`src/rtl/fbrc_pkg.sv`:
```
package fbrc_pkg;

  localparam int POL_W = 3;
  localparam logic [POL_W-1:0] POL_RESET = 3'b111;
  localparam int IRQ_N = 2;
  localparam int IRQ_STALL = 0;
  localparam int IRQ_ABORT = 1;

  typedef enum logic [0:0] {
    ST_IDLE  = 1'b0,
    ST_STALL = 1'b1
  } rd_state_e;

  // A set top bit means "hold the read"; a clear one means "refuse it".
  function automatic logic pol_stalls(input logic [POL_W-1:0] p);
    return p[POL_W-1];
  endfunction

  function automatic logic pol_stall_irq(input logic [POL_W-1:0] p);
    return p == 3'b110;
  endfunction

  function automatic logic pol_aborts(input logic [POL_W-1:0] p);
    return p[POL_W-1] && !p[1];
  endfunction

  function automatic logic pol_abort_irq(input logic [POL_W-1:0] p);
    return p == 3'b100;
  endfunction

endpackage

```
`src/rtl/fbrc_policy_reg.sv`:
```
module fbrc_policy_reg
  import fbrc_pkg::*;
#(
  parameter int W = POL_W,
  parameter logic [W-1:0] RST_VAL = POL_RESET
) (
  input  logic         clk,
  input  logic         rst_n,
  input  logic         wr_en,
  input  logic [W-1:0] wr_data,
  output logic [W-1:0] pol_q
);

  always_ff @(posedge clk or negedge rst_n) begin
    if (!rst_n) begin
      pol_q <= RST_VAL;
    end else if (wr_en) begin
      pol_q <= wr_data;
    end
  end

  AST_POL_HOLD: assert property (@(posedge clk) disable iff (!rst_n)
    !wr_en |=> $stable(pol_q));
  AST_POL_LOAD: assert property (@(posedge clk) disable iff (!rst_n)
    wr_en |=> pol_q == $past(wr_data));

endmodule

```
`src/rtl/fbrc_resp_fsm.sv`:
```
module fbrc_resp_fsm
  import fbrc_pkg::*;
#(
  parameter int W = POL_W
) (
  input  logic         clk,
  input  logic         rst_n,
  input  logic         rd_req,
  input  logic         arr_busy,
  input  logic [W-1:0] pol_q,
  output logic         rd_ok,
  output logic         rd_err,
  output logic         stall_start,
  output logic         stall_active,
  output logic         stall_release
);

  rd_state_e st_q, st_d;
  logic busy_hit;

  assign busy_hit      = rd_req && arr_busy && (st_q == ST_IDLE);
  assign stall_start   = busy_hit && pol_stalls(pol_q);
  assign stall_active  = (st_q == ST_STALL);
  assign stall_release = stall_active && !arr_busy;

  always_comb begin
    st_d = st_q;
    unique case (st_q)
      ST_IDLE:  if (stall_start)   st_d = ST_STALL;
      ST_STALL: if (stall_release) st_d = ST_IDLE;
      default:  st_d = ST_IDLE;
    endcase
  end

  always_ff @(posedge clk or negedge rst_n) begin
    if (!rst_n) st_q <= ST_IDLE;
    else        st_q <= st_d;
  end

  assign rd_ok  = rd_req && !arr_busy;
  assign rd_err = busy_hit && !pol_stalls(pol_q);

  AST_OK_ERR_EXCL: assert property (@(posedge clk) disable iff (!rst_n)
    !(rd_ok && rd_err));
  AST_STALL_NO_OK: assert property (@(posedge clk) disable iff (!rst_n)
    (stall_active && arr_busy) |-> !rd_ok && !rd_err);
  AST_RELEASE_OK: assert property (@(posedge clk) disable iff (!rst_n)
    (stall_release && rd_req) |-> rd_ok);
  AST_IDLE_NO_WAIT: assert property (@(posedge clk) disable iff (!rst_n)
    (!stall_active && rd_req && !arr_busy) |-> rd_ok);
  AST_STALL_ENTRY: assert property (@(posedge clk) disable iff (!rst_n)
    stall_start |=> stall_active);

endmodule

```
`src/rtl/fbrc_abort_ctl.sv`:
```
module fbrc_abort_ctl
  import fbrc_pkg::*;
#(
  parameter int W = POL_W
) (
  input  logic         clk,
  input  logic         rst_n,
  input  logic         stall_start,
  input  logic         stall_active,
  input  logic         stall_release,
  input  logic [W-1:0] pol_q,
  input  logic         abort_done,
  output logic         abort_req,
  output logic         abort_irq_set
);

  logic req_q, pend_q, notify_q;
  logic start_abort;

  assign start_abort = stall_start && pol_aborts(pol_q);

  always_ff @(posedge clk or negedge rst_n) begin
    if (!rst_n) begin
      req_q    <= 1'b0;
      pend_q   <= 1'b0;
      notify_q <= 1'b0;
    end else begin
      req_q <= start_abort;
      if (stall_start) notify_q <= pol_abort_irq(pol_q);
      if (start_abort)                        pend_q <= 1'b1;
      else if (abort_done || stall_release)   pend_q <= 1'b0;
    end
  end

  assign abort_req     = req_q;
  assign abort_irq_set = pend_q && abort_done && notify_q;

  AST_ABORT_PULSE: assert property (@(posedge clk) disable iff (!rst_n)
    abort_req |=> !abort_req);
  AST_ABORT_IN_STALL: assert property (@(posedge clk) disable iff (!rst_n)
    abort_req |-> stall_active);
  AST_ABORT_PENDING: assert property (@(posedge clk) disable iff (!rst_n)
    abort_req |-> pend_q);
  AST_NOTIFY_IN_STALL: assert property (@(posedge clk) disable iff (!rst_n)
    abort_irq_set |-> stall_active);

endmodule

```
`src/rtl/fbrc_irq_flags.sv`:
```
module fbrc_irq_flags
  import fbrc_pkg::*;
#(
  parameter int N = IRQ_N
) (
  input  logic         clk,
  input  logic         rst_n,
  input  logic [N-1:0] set,
  input  logic [N-1:0] clr,
  output logic [N-1:0] flags
);

  for (genvar i = 0; i < N; i++) begin : g_flag
    always_ff @(posedge clk or negedge rst_n) begin
      if (!rst_n)      flags[i] <= 1'b0;
      else if (set[i]) flags[i] <= 1'b1;
      else if (clr[i]) flags[i] <= 1'b0;
    end

    AST_IRQ_STICKY: assert property (@(posedge clk) disable iff (!rst_n)
      (flags[i] && !clr[i]) |=> flags[i]);
    AST_IRQ_CLEAR: assert property (@(posedge clk) disable iff (!rst_n)
      (clr[i] && !set[i]) |=> !flags[i]);
    AST_IRQ_SET_WINS: assert property (@(posedge clk) disable iff (!rst_n)
      set[i] |=> flags[i]);
  end

endmodule

```
`src/rtl/fbusy_rd_ctrl.sv`:
```
module fbusy_rd_ctrl
  import fbrc_pkg::*;
(
  input  logic             clk,
  input  logic             rst_n,
  input  logic             pol_wr_en,
  input  logic [POL_W-1:0] pol_wr_data,
  input  logic             rd_req,
  input  logic             arr_busy,
  input  logic             abort_done,
  input  logic [IRQ_N-1:0] irq_clr,
  output logic             rd_ok,
  output logic             rd_err,
  output logic             abort_req,
  output logic             irq_stall,
  output logic             irq_abort
);

  logic [POL_W-1:0] pol_q;
  logic stall_start, stall_active, stall_release;
  logic stall_irq_set, abort_irq_set;
  logic [IRQ_N-1:0] irq_set, irq_q;

  fbrc_policy_reg #(.W(POL_W), .RST_VAL(POL_RESET)) u_pol (
    .clk     (clk),
    .rst_n   (rst_n),
    .wr_en   (pol_wr_en),
    .wr_data (pol_wr_data),
    .pol_q   (pol_q)
  );

  fbrc_resp_fsm #(.W(POL_W)) u_fsm (
    .clk           (clk),
    .rst_n         (rst_n),
    .rd_req        (rd_req),
    .arr_busy      (arr_busy),
    .pol_q         (pol_q),
    .rd_ok         (rd_ok),
    .rd_err        (rd_err),
    .stall_start   (stall_start),
    .stall_active  (stall_active),
    .stall_release (stall_release)
  );

  fbrc_abort_ctl #(.W(POL_W)) u_abort (
    .clk           (clk),
    .rst_n         (rst_n),
    .stall_start   (stall_start),
    .stall_active  (stall_active),
    .stall_release (stall_release),
    .pol_q         (pol_q),
    .abort_done    (abort_done),
    .abort_req     (abort_req),
    .abort_irq_set (abort_irq_set)
  );

  assign stall_irq_set = stall_start && pol_stall_irq(pol_q);

  always_comb begin
    irq_set            = '0;
    irq_set[IRQ_STALL] = stall_irq_set;
    irq_set[IRQ_ABORT] = abort_irq_set;
  end

  fbrc_irq_flags #(.N(IRQ_N)) u_irq (
    .clk   (clk),
    .rst_n (rst_n),
    .set   (irq_set),
    .clr   (irq_clr),
    .flags (irq_q)
  );

  assign irq_stall = irq_q[IRQ_STALL];
  assign irq_abort = irq_q[IRQ_ABORT];

  AST_STALL_IRQ_CAUSE: assert property (@(posedge clk) disable iff (!rst_n)
    $rose(irq_stall) |-> $past(stall_start));
  AST_ERR_NO_ABORT: assert property (@(posedge clk) disable iff (!rst_n)
    rd_err |=> !abort_req);

endmodule

```
`config.mk`:
```
export PLATFORM = sky130hd
export DESIGN_NAME = fbusy_rd_ctrl
export DESIGN_NICKNAME = d
export VERILOG_FILES = /design/src/rtl/fbrc_pkg.sv /design/src/rtl/fbrc_policy_reg.sv /design/src/rtl/fbrc_resp_fsm.sv /design/src/rtl/fbrc_abort_ctl.sv /design/src/rtl/fbrc_irq_flags.sv /design/src/rtl/fbusy_rd_ctrl.sv
export SDC_FILE = /design/constraint.sdc
export NUM_CORES = 1
export LEC_CHECK = 0
export BUFFER_PORTS_ARGS = -buffer_cell sky130_fd_sc_hd__buf_4
export CAP_MARGIN = 10
export CELL_PAD_IN_SITES_DETAIL_PLACEMENT = 1
export CELL_PAD_IN_SITES_GLOBAL_PLACEMENT = 2
export CORE_MARGIN = 4
export CORE_UTILIZATION = 27
export CTS_CLUSTER_SIZE = 10
export DETAILED_ROUTE_END_ITERATION = 10
export GPL_ROUTABILITY_DRIVEN = 0
export PLACE_DENSITY_LB_ADDON = 0.1
export SYNTH_ARGS = -nofsm -noshare
export SYNTH_HDL_FRONTEND = slang
export SYNTH_SLANG_ARGS = --single-unit
```
`constraint.sdc`:
```
create_clock -name clk -period 2.95 [get_ports clk]
set_input_delay 0.59 -clock clk [delete_from_list [all_inputs] [get_ports clk]]
set_output_delay 0.59 -clock clk [all_outputs]
set_load 0.05 [all_outputs]
```
Yosys cells after proc, flatten, opt, wreduce, memory -nomap -nowiden
Cells that the tools add are included.

word-level totals
  bits in registers = 9
  output and inout bits = 5
  word-level logic and storage cells = 37

operators by class
  equal/unequal tests = 2
  mux-type cells = 9
  bitwise gates (word level) = 1
  reductions and logical operators = 18

operator list
  kind                  count
  $logic_and A1 B1 Y1   11
  $mux W1               8
  $eq A3 B3 Y1 const B  2
  $reduce_bool A2 Y1    3
  $logic_not A1 Y1      3
  $pmux W1 S2           1
  $logic_or A1 B1 Y1    1
  $not A1 Y1            1

Longest topological paths before layout
Gate-level depths: netlist of the first run.

  depth in word-level cells = 5
  depth in mapped cells = 2
  mapped depth without buffers = 2

Cells and area by module
A second synthesis of the first run with hierarchy kept.

unflattened totals
  cell total of the unflattened synthesis = 30
  area, all modules = 392.9 µm²

by module, submodules not included
  module           instances  cells each  area each (µm²)
  fbrc_abort_ctl   1          9           120.1
  fbrc_policy_reg  1          6           112.6
  fbrc_resp_fsm    1          8           77.6
  fbrc_irq_flags   1          6           72.6
  fbusy_rd_ctrl    1          1           10.0

Least setup slack after synthesis of the first run
Ideal clock, no wire load.

  path type = in2out
  from = in rd_req
  to = out rd_err
  data arrival time = 1.349 ns
  slack = 1.011 ns
  stages on the path = 2
  cells stage by stage = nand3b_1 > nor2_1

on the way
  word-level cells in the longest chain between the ends = 3

ends and longest elaborated chain
  item                               line                 source
  from (decl)                        fbusy_rd_ctrl.sv:8   input logic rd_req,
  $logic_and A1 B1 Y1 (2 in series)  fbrc_resp_fsm.sv:21  assign busy_hit = rd_req && arr_busy && (st_q == ST_IDLE);
  $logic_and A1 B1 Y1                fbrc_resp_fsm.sv:41  assign rd_err = busy_hit && !pol_stalls(pol_q);
  to (decl)                          fbusy_rd_ctrl.sv:13  output logic rd_err,

No other way between the ends.

Worst setup path in the final report of the first run
  from = reg u_fsm.st_q, in the netlist u_fsm.stall_active
  to = out rd_err

on the way
  word-level cells in the longest chain between the ends = 3

ends and longest elaborated chain
  item                    line                 source
  from (decl)             fbrc_resp_fsm.sv:18  rd_state_e st_q, st_d;
  from (signal assigned)  fbrc_resp_fsm.sv:37  else st_q <= st_d;
  $not A1 Y1              fbrc_resp_fsm.sv:21
  $logic_and A1 B1 Y1     fbrc_resp_fsm.sv:21
  $logic_and A1 B1 Y1     fbrc_resp_fsm.sv:41

No other way between the ends.

==> results.txt, run 1 <==
----------------------------------------------------
[Final layout]
  Synth-to-layout area growth ... 41.45%
  Fraction of layout instances using a drive strength above 1 ... 48.08%
  # nets final ... 64
  End-of-flow core utilization ... 40.84%
  Antenna diodes ... 0

[Global route]
  Global-route wire length before repair ... 1455 µm
  Pin count of the biggest net entering global routing ... 10
  Overall global routing resource usage ... about a tenth
  Antenna violations before repair ... 0
  Number of global-route vias before repair ... 322
  Overflow left after global routing ... 0

[Status]
  Status ... completed

[Worst setup path]
  Worst path max stage delay ... 0.40 ns
  Total buffers and inverters traversed by the critical path ... 1
  Data required time of the critical path ... 2.36 ns
  Slack of the worst reg-to-reg path ... between 1.5 and 2 ns
  Reg2reg start ... u_pol.pol_q[2]$_DFFE_PN1P_
  Master of the slowest instance on the critical path ... sky130_fd_sc_hd__dfrtp_1
  CP Max Fanout ... 4
  Type of the worst setup path ... reg2out
  Crit-path leading delay family ... flip-flops
  Kind of start point of the critical path ... flop
  Critical path startpoint ... u_fsm.stall_active$_DFF_PN0_
  Type of element capturing the critical path ... output pin
  Cell Chain, Critical Path ... nand3b_1 > nor2_1 > buf_4
  Crit path arrival time ... 1.17 ns

[Drt]
  Routed Antenna Nets ... 0
  Final routed wire length divided by cell count ... 13.22 µm
  Count of routing violations after the opening detailed-route iteration ... 1
  First-pass DRT Iterations ... 2
  Ratio of routed vias to standard cells ... 4.746
  DRT Wirelength ... 886 µm
  Total via count after detailed routing ... 318
  Remaining routing DRC violations ... 0

[Placed design]
  Buffers added on ports ... 15
  Detail Placement HPWL ... just over 700 µm

[Timing]
  Final-report max-slew violation count ... 0
  Final hold violations ... 0
  Achievable frequency ... 0.5691 GHz
  Final cycle utilization of the critical path ... 59.56%
  Unrepaired setup endpoints after global routing ... false
  Transition time at the pin with the least slew margin ... 0.2290 ns
  Worst max-slew margin expressed relative to the limit ... 84.69%
  Crit path time final ... roughly 1.8 ns
  Final Setup Violations ... 0
  Worst Clk Skew ... a little over 0.005 ns
  Setup TNS ... 0 ns
  Hold Slack ... between 0.1 and 0.15 ns

[Die]
  Standard-cell row count ... 13
  Number of top-level pins ... 16
  Die span in y ... roughly 46 µm
  Core area ... 1318 µm²
  Overall die width ... approximately 46 µm
  Starting density of the core ... 28.87%
  Die Outline Area ... 2073 µm²

[Power and ir drop]
  Power Density ... 544.2 nW/µm²
  Final Total Pwr ... 0.0002928 W
  Leakage power total ... 0.2734 nW
  Largest voltage drop on the vdd net ... ~0.00022 V

[CTS]
  Clock insertion delay at the later pin of the skew report ... 0.26 ns
  Longest Clk Path Bufs ... 2
  Hold-fix buffer count after cts ... 0
  Clk pin slew, worst setup/hold paths ... 0.06 ns
  Setup Fix Bufs, Post-CTS ... 0
  Cells resized by post-CTS repair ... 0
  TritonCTS clock tree ... yes
  Root Buffer Master ... sky130_fd_sc_hd__clkbuf_4
  Count of clock tree sinks ... 9
  H-tree levels ... 1
  Total CTS buffers ... 3

[Worst hold path]
  Classification of the worst-slack hold path ... in2async

[Yosys]
  Yosys warning count ... 0
  Netlist cell types ... 16
  Net count of the mapped netlist ... 44
  Gate count after technology mapping ... 33
  Synthesis-stage register bit count ... 9
  Netlist area before placement ... 380.4 µm²
  Sequential cell area fraction in the yosys report ... 60.20%
  Post-synthesis average cell area ... around 12 µm²
  Ranking of synthesized cells by area ... sky130_fd_sc_hd__dfrtp_1 39%, sky130_fd_sc_hd__dfstp_2 21%, sky130_fd_sc_hd__o32ai_1 4.6%
  Top cell type by total area after synthesis ... sky130_fd_sc_hd__dfrtp_1
  Share of the synthesized area in the top cell type ... 39.47%

[Job]
  Number of max-cap violations ... 0

----------------------------------------------------
==> stage by stage <==
stage / setup slack [ns] / std cells / cell area (µm²)
2_1_floorplan: 1.011 / 33 / 380.4
4_1_cts: 1.171 / 67 / 538.0
3_3_place_gp: 1.264 / 63 / 511.7
5_1_grt: 1.097 / 67 / 538.0
6_report: 1.193 / 67 / 538.0
3_5_place_dp: 1.235 / 63 / 511.7
==> power breakdown <==
| group | switching, W | internal, W |
|---|---|---|
| Sequential | 0.00000802 | 0.000138 |
| Clock | 0.0000432 | 0.0000521 |
| Combinational | 0.0000263 | 0.0000251 |
| Total | 0.0000776 | 0.000215 |
==> cell type report <==
cell class,instances,area [µm²]
tap,15,18.77
fill,153,779.5
clock buffer,4,26.28
inverter,4,15.01
timing repair buffer,15,112.6
multi-input combinational,20,136.4
sequential,9,229.0
==> cell usage after synthesis (all sizes together) <==
cell	n
dfrtp	6
inv	4
nand2	4
dfstp	3
o21ai	3
and2b	2
mux2	2
nor2	2
o32ai	2
nand2b	1
nand3	1
nand3b	1
nand4b	1
nor3	1
==> metal layers <==
layer / global-route usage, % / up-vias / part of all wire [%]
met5: 0 / - / 0
met4: 5.263 / 0 / 0
met3: 5.929 / 0 / 10
met2: 16.43 / 14 / 54
met1: 11.25 / 151 / 36
li1: - / 153 / -
==> kinds of logic (layout without fill, tap and decap cells) <==
logic type / after synthesis / in the layout / share of synthesized area, %
simple gates: 13 / 13 / 20.39
buf+inv: 4 / 23 / 3.946
compound gates: 5 / 5 / 8.552
mux: 2 / 2 / 6.907
flops: 9 / 9 / 60.20
==> cells in the final DEF (no fill, tap or decap), types with 2 or more instances in the layout <==
master	Yosys	final
sky130_fd_sc_hd__buf_4	0	15
sky130_fd_sc_hd__nor2_1	2	2
sky130_fd_sc_hd__nand2_1	4	4
sky130_fd_sc_hd__dfstp_2	3	3
sky130_fd_sc_hd__o32ai_1	2	2
sky130_fd_sc_hd__inv_1	4	4
sky130_fd_sc_hd__clkbuf_4	0	3
sky130_fd_sc_hd__dfrtp_1	6	6
sky130_fd_sc_hd__o21ai_0	3	3
==> flip-flops by register name (all words and copies together), names as in the netlist <==
register / cells
u_abort.notify_q: 1
u_irq.flags: 2
u_abort.pend_q: 1
u_fsm.stall_active: 1
u_abort.abort_req: 1
u_pol.pol_q: 3
==> worst register-to-register path, cell delays in order (launching register included) <==
cell and delay [ns]:
sky130_fd_sc_hd__dfstp_2 0.55, sky130_fd_sc_hd__nand4b_2 0.16, sky130_fd_sc_hd__mux2_4 0.33
==> worst paths after layout <==
path,endpoint,cells after the start
max,rd_err,3
min,u_irq.flags[1]$_DFFE_PN0P_,1
max reg2reg,u_abort.notify_q$_DFFE_PN0P_,2
min reg2reg,u_abort.notify_q$_DFFE_PN0P_,1
max in group asynchronous,u_pol.pol_q[2]$_DFFE_PN1P_,1
min in group clk,u_irq.flags[0]$_DFFE_PN0P_,2
No activity file was read; power rests on OpenSTA's default activity.
==> inputs of run 2 (changes only) <==
--- a/config.mk
+++ b/config.mk
@@ -10,7 +10,7 @@
 export CELL_PAD_IN_SITES_DETAIL_PLACEMENT = 1
 export CELL_PAD_IN_SITES_GLOBAL_PLACEMENT = 2
 export CORE_MARGIN = 4
-export CORE_UTILIZATION = 27
+export CORE_UTILIZATION = 25
 export CTS_CLUSTER_SIZE = 10
 export DETAILED_ROUTE_END_ITERATION = 10
 export GPL_ROUTABILITY_DRIVEN = 0
==> constraint.sdc (replaced) <==
create_clock -name clk -period 1.7 [get_ports clk]
set_input_delay 0.34 -clock clk [delete_from_list [all_inputs] [get_ports clk]]
set_output_delay 0.34 -clock clk [all_outputs]
set_load 0.05 [all_outputs]
==> results.txt, run 2 (synthesized netlist as in run 1, its figures left out) <==
----------------------------------------------------
[Status]
  Status ... completed

[Drt]
  First-pass DRT Iterations ... 1 (-1)
  DRT Wirelength ... 916 µm (+3.4%)
  Ratio of routed vias to standard cells ... 4.618 (-2.7%)
  Routed Antenna Nets ... 0 (unchanged)
  Count of routing violations after the opening detailed-route iteration ... 0 (-1)
  Remaining routing DRC violations ... 0 (unchanged)
  Final routed wire length divided by cell count ... 13.47 µm (+1.9%)
  Total via count after detailed routing ... 314 (-1.3%)

[Global route]
  Pin count of the biggest net entering global routing ... 10 (unchanged)
  Number of global-route vias before repair ... 335 (+4.0%)
  Global-route wire length before repair ... 1476 µm (+1.4%)
  Overflow left after global routing ... 0 (unchanged)
  Antenna violations before repair ... 0 (unchanged)
  Overall global routing resource usage ... 10.16% (-0.35 points)

[CTS]
  Setup Fix Bufs, Post-CTS ... 0 (unchanged)
  Count of clock tree sinks ... 9 (unchanged)
  Clock insertion delay at the later pin of the skew report ... 0.25 ns (about the same)
  H-tree levels ... 1 (unchanged)
  Longest Clk Path Bufs ... 2 (unchanged)
  Root Buffer Master ... sky130_fd_sc_hd__clkbuf_4
  Total CTS buffers ... 3 (unchanged)
  Clk pin slew, worst setup/hold paths ... 0.06 ns (about the same)
  TritonCTS clock tree ... yes

[Timing]
  Worst max-slew margin expressed relative to the limit ... 84.76% (about the same)
  Final-report max-slew violation count ... 0 (unchanged)
  Achievable frequency ... between 0.6 and 0.7 GHz
  Unrepaired setup endpoints after global routing ... false
  Final hold violations ... 0 (unchanged)
  Setup TNS ... 0 ns (unchanged)
  Final cycle utilization of the critical path ... 89.36%
  Transition time at the pin with the least slew margin ... 0.2279 ns (-0.001071 ns)
  Crit path time final ... approximately 1.5 ns
  Worst Clk Skew ... 0.0006239 ns (-0.004565 ns)
  Final Setup Violations ... 0 (unchanged)

[Worst setup path]
  Data required time of the critical path ... 1.36 ns (-1.00 ns)
  CP Max Fanout ... 4 (unchanged)
  Crit path arrival time ... 1.18 ns (about the same)
  Kind of start point of the critical path ... flop
  Type of the worst setup path ... reg2out
  Type of element capturing the critical path ... output pin

[Final layout]
  Most common library cell in the layout ignoring fill and taps ... sky130_fd_sc_hd__buf_4
  Synth-to-layout area growth ... 44.08%
  Final Cell Area ... 548.0 µm² (+1.9%)
  Flip-flop count of the largest register after layout ... 3 (unchanged)
  Top register by number of flip-flops ... u_pol.pol_q
  Commonest non-fill, non-tap cells in the layout ... 15 x sky130_fd_sc_hd__buf_4, 6 x sky130_fd_sc_hd__dfrtp_1, 4 x sky130_fd_sc_hd__inv_1, 4 x sky130_fd_sc_hd__nand2_1
  # nets final ... 65 (+1.6%)
  Fraction of layout instances using a drive strength above 1 ... 47.17% (-0.91 points)
  Registers with the most flip-flops ... u_pol.pol_q: 3 flops, u_irq.flags: 2 flops
  Antenna diodes ... 0 (unchanged)

[Die]
  Number of top-level pins ... 16 (unchanged)
  Starting density of the core ... 27.84% (-1.0 points)
  Core area ... 1366 µm² (+3.7%)
  Die span in y ... 47.01 µm (+3.2%)
  Standard-cell row count ... 13 (unchanged)
  Overall die width ... 47.01 µm (+3.2%)
  Die Outline Area ... 2209 µm² (+6.6%)

[Power and ir drop]
  Power Density ... 917.5 nW/µm² (+69%)
  Largest voltage drop on the vdd net ... 0.0005337 V (+140%)
  Leakage power total ... 0.2776 nW (+1.5%)

[Job]
  Number of max-cap violations ... 0 (unchanged)

[Placed design]
  Detail Placement HPWL ... 770.8 µm (+6.1%)
  Buffers added on ports ... 15 (unchanged)
  Post-Place Cell Area ... 511.7 µm² (unchanged)

[Worst hold path]
  Classification of the worst-slack hold path ... in2reg

----------------------------------------------------
## run 2: cell count changes in the layout (fill, tap and decap cells not counted)
cell                            delta
sky130_fd_sc_hd__dlygate4sd3_1     +1
## run 2: stage by stage
step	std cells	hold slack (ns)	util, %	worst slack [ns]	total power, W
after floorplan	33	0.04441	-	0.1471	0.0003045
after global placement	63	0.1686	37.45	0.5064	0.0003443
after detailed placement	63	0.1703	37.45	0.4553	0.0003497
after CTS	68	0.2580	40.11	0.1676	0.0005152
after global routing	68	0.2657	40.11	0.1020	0.0005348
final	68	0.2671	40.11	0.1809	0.0005028
## run 2: layer usage
layer	vias to the layer above	part of all wire (%)	track usage [%]
met1	149	39	10.98
met2	12	52	16.80
met4	0	0	1.657
met5	-	0	0
met3	0	8.7	6.897
li1	153	-	-
## run 2: final cells by class
cell class                      instances  area [µm²]
Fill cell                             166       818.3
Tap cell                               15       18.77
Clock buffer                            4       26.28
Multi-Input combinational cell         20       136.4
Timing Repair Buffer                   16       122.6
Sequential cell                         9       229.0
Inverter                                4       15.01
## run 2: worst max-delay path, stage by stage (launching register included)
cell and delay, ns:
sky130_fd_sc_hd__dfrtp_1 0.39, sky130_fd_sc_hd__nand3b_1 0.21, sky130_fd_sc_hd__nor2_1 0.12, sky130_fd_sc_hd__buf_4 0.20
## run 2: worst paths after layout
check	from	depth (start not counted)	endpoint	slack (ns)
max	u_fsm.stall_active$_DFF_PN0_	3	rd_err	0.18
min	irq_clr[0]	2	u_irq.flags[0]$_DFFE_PN0P_	0.27
max reg2reg	u_pol.pol_q[2]$_DFFE_PN1P_	2	u_abort.notify_q$_DFFE_PN0P_	0.53
min reg2reg	u_fsm.stall_active$_DFF_PN0_	2	u_fsm.stall_active$_DFF_PN0_	0.51
max in group asynchronous	rst_n	2	u_pol.pol_q[0]$_DFFE_PN1P_	1.04
min in group asynchronous	rst_n	2	u_abort.notify_q$_DFFE_PN0P_	0.45
## run 2: power breakdown
part	switching (W)	leakage, nW	total (W)	internal, W
clock network	0.0000667	0.0150	0.000157	0.0000899
registers	0.0000147	0.113	0.000254	0.000240
logic	0.0000468	0.150	0.0000918	0.0000450
## run 2: timing repair
action | in CTS | in global routing
gates resized for setup | 0 | 0
endpoints found under the hold margin | 6 | 0
hold buffers | 1 | 0
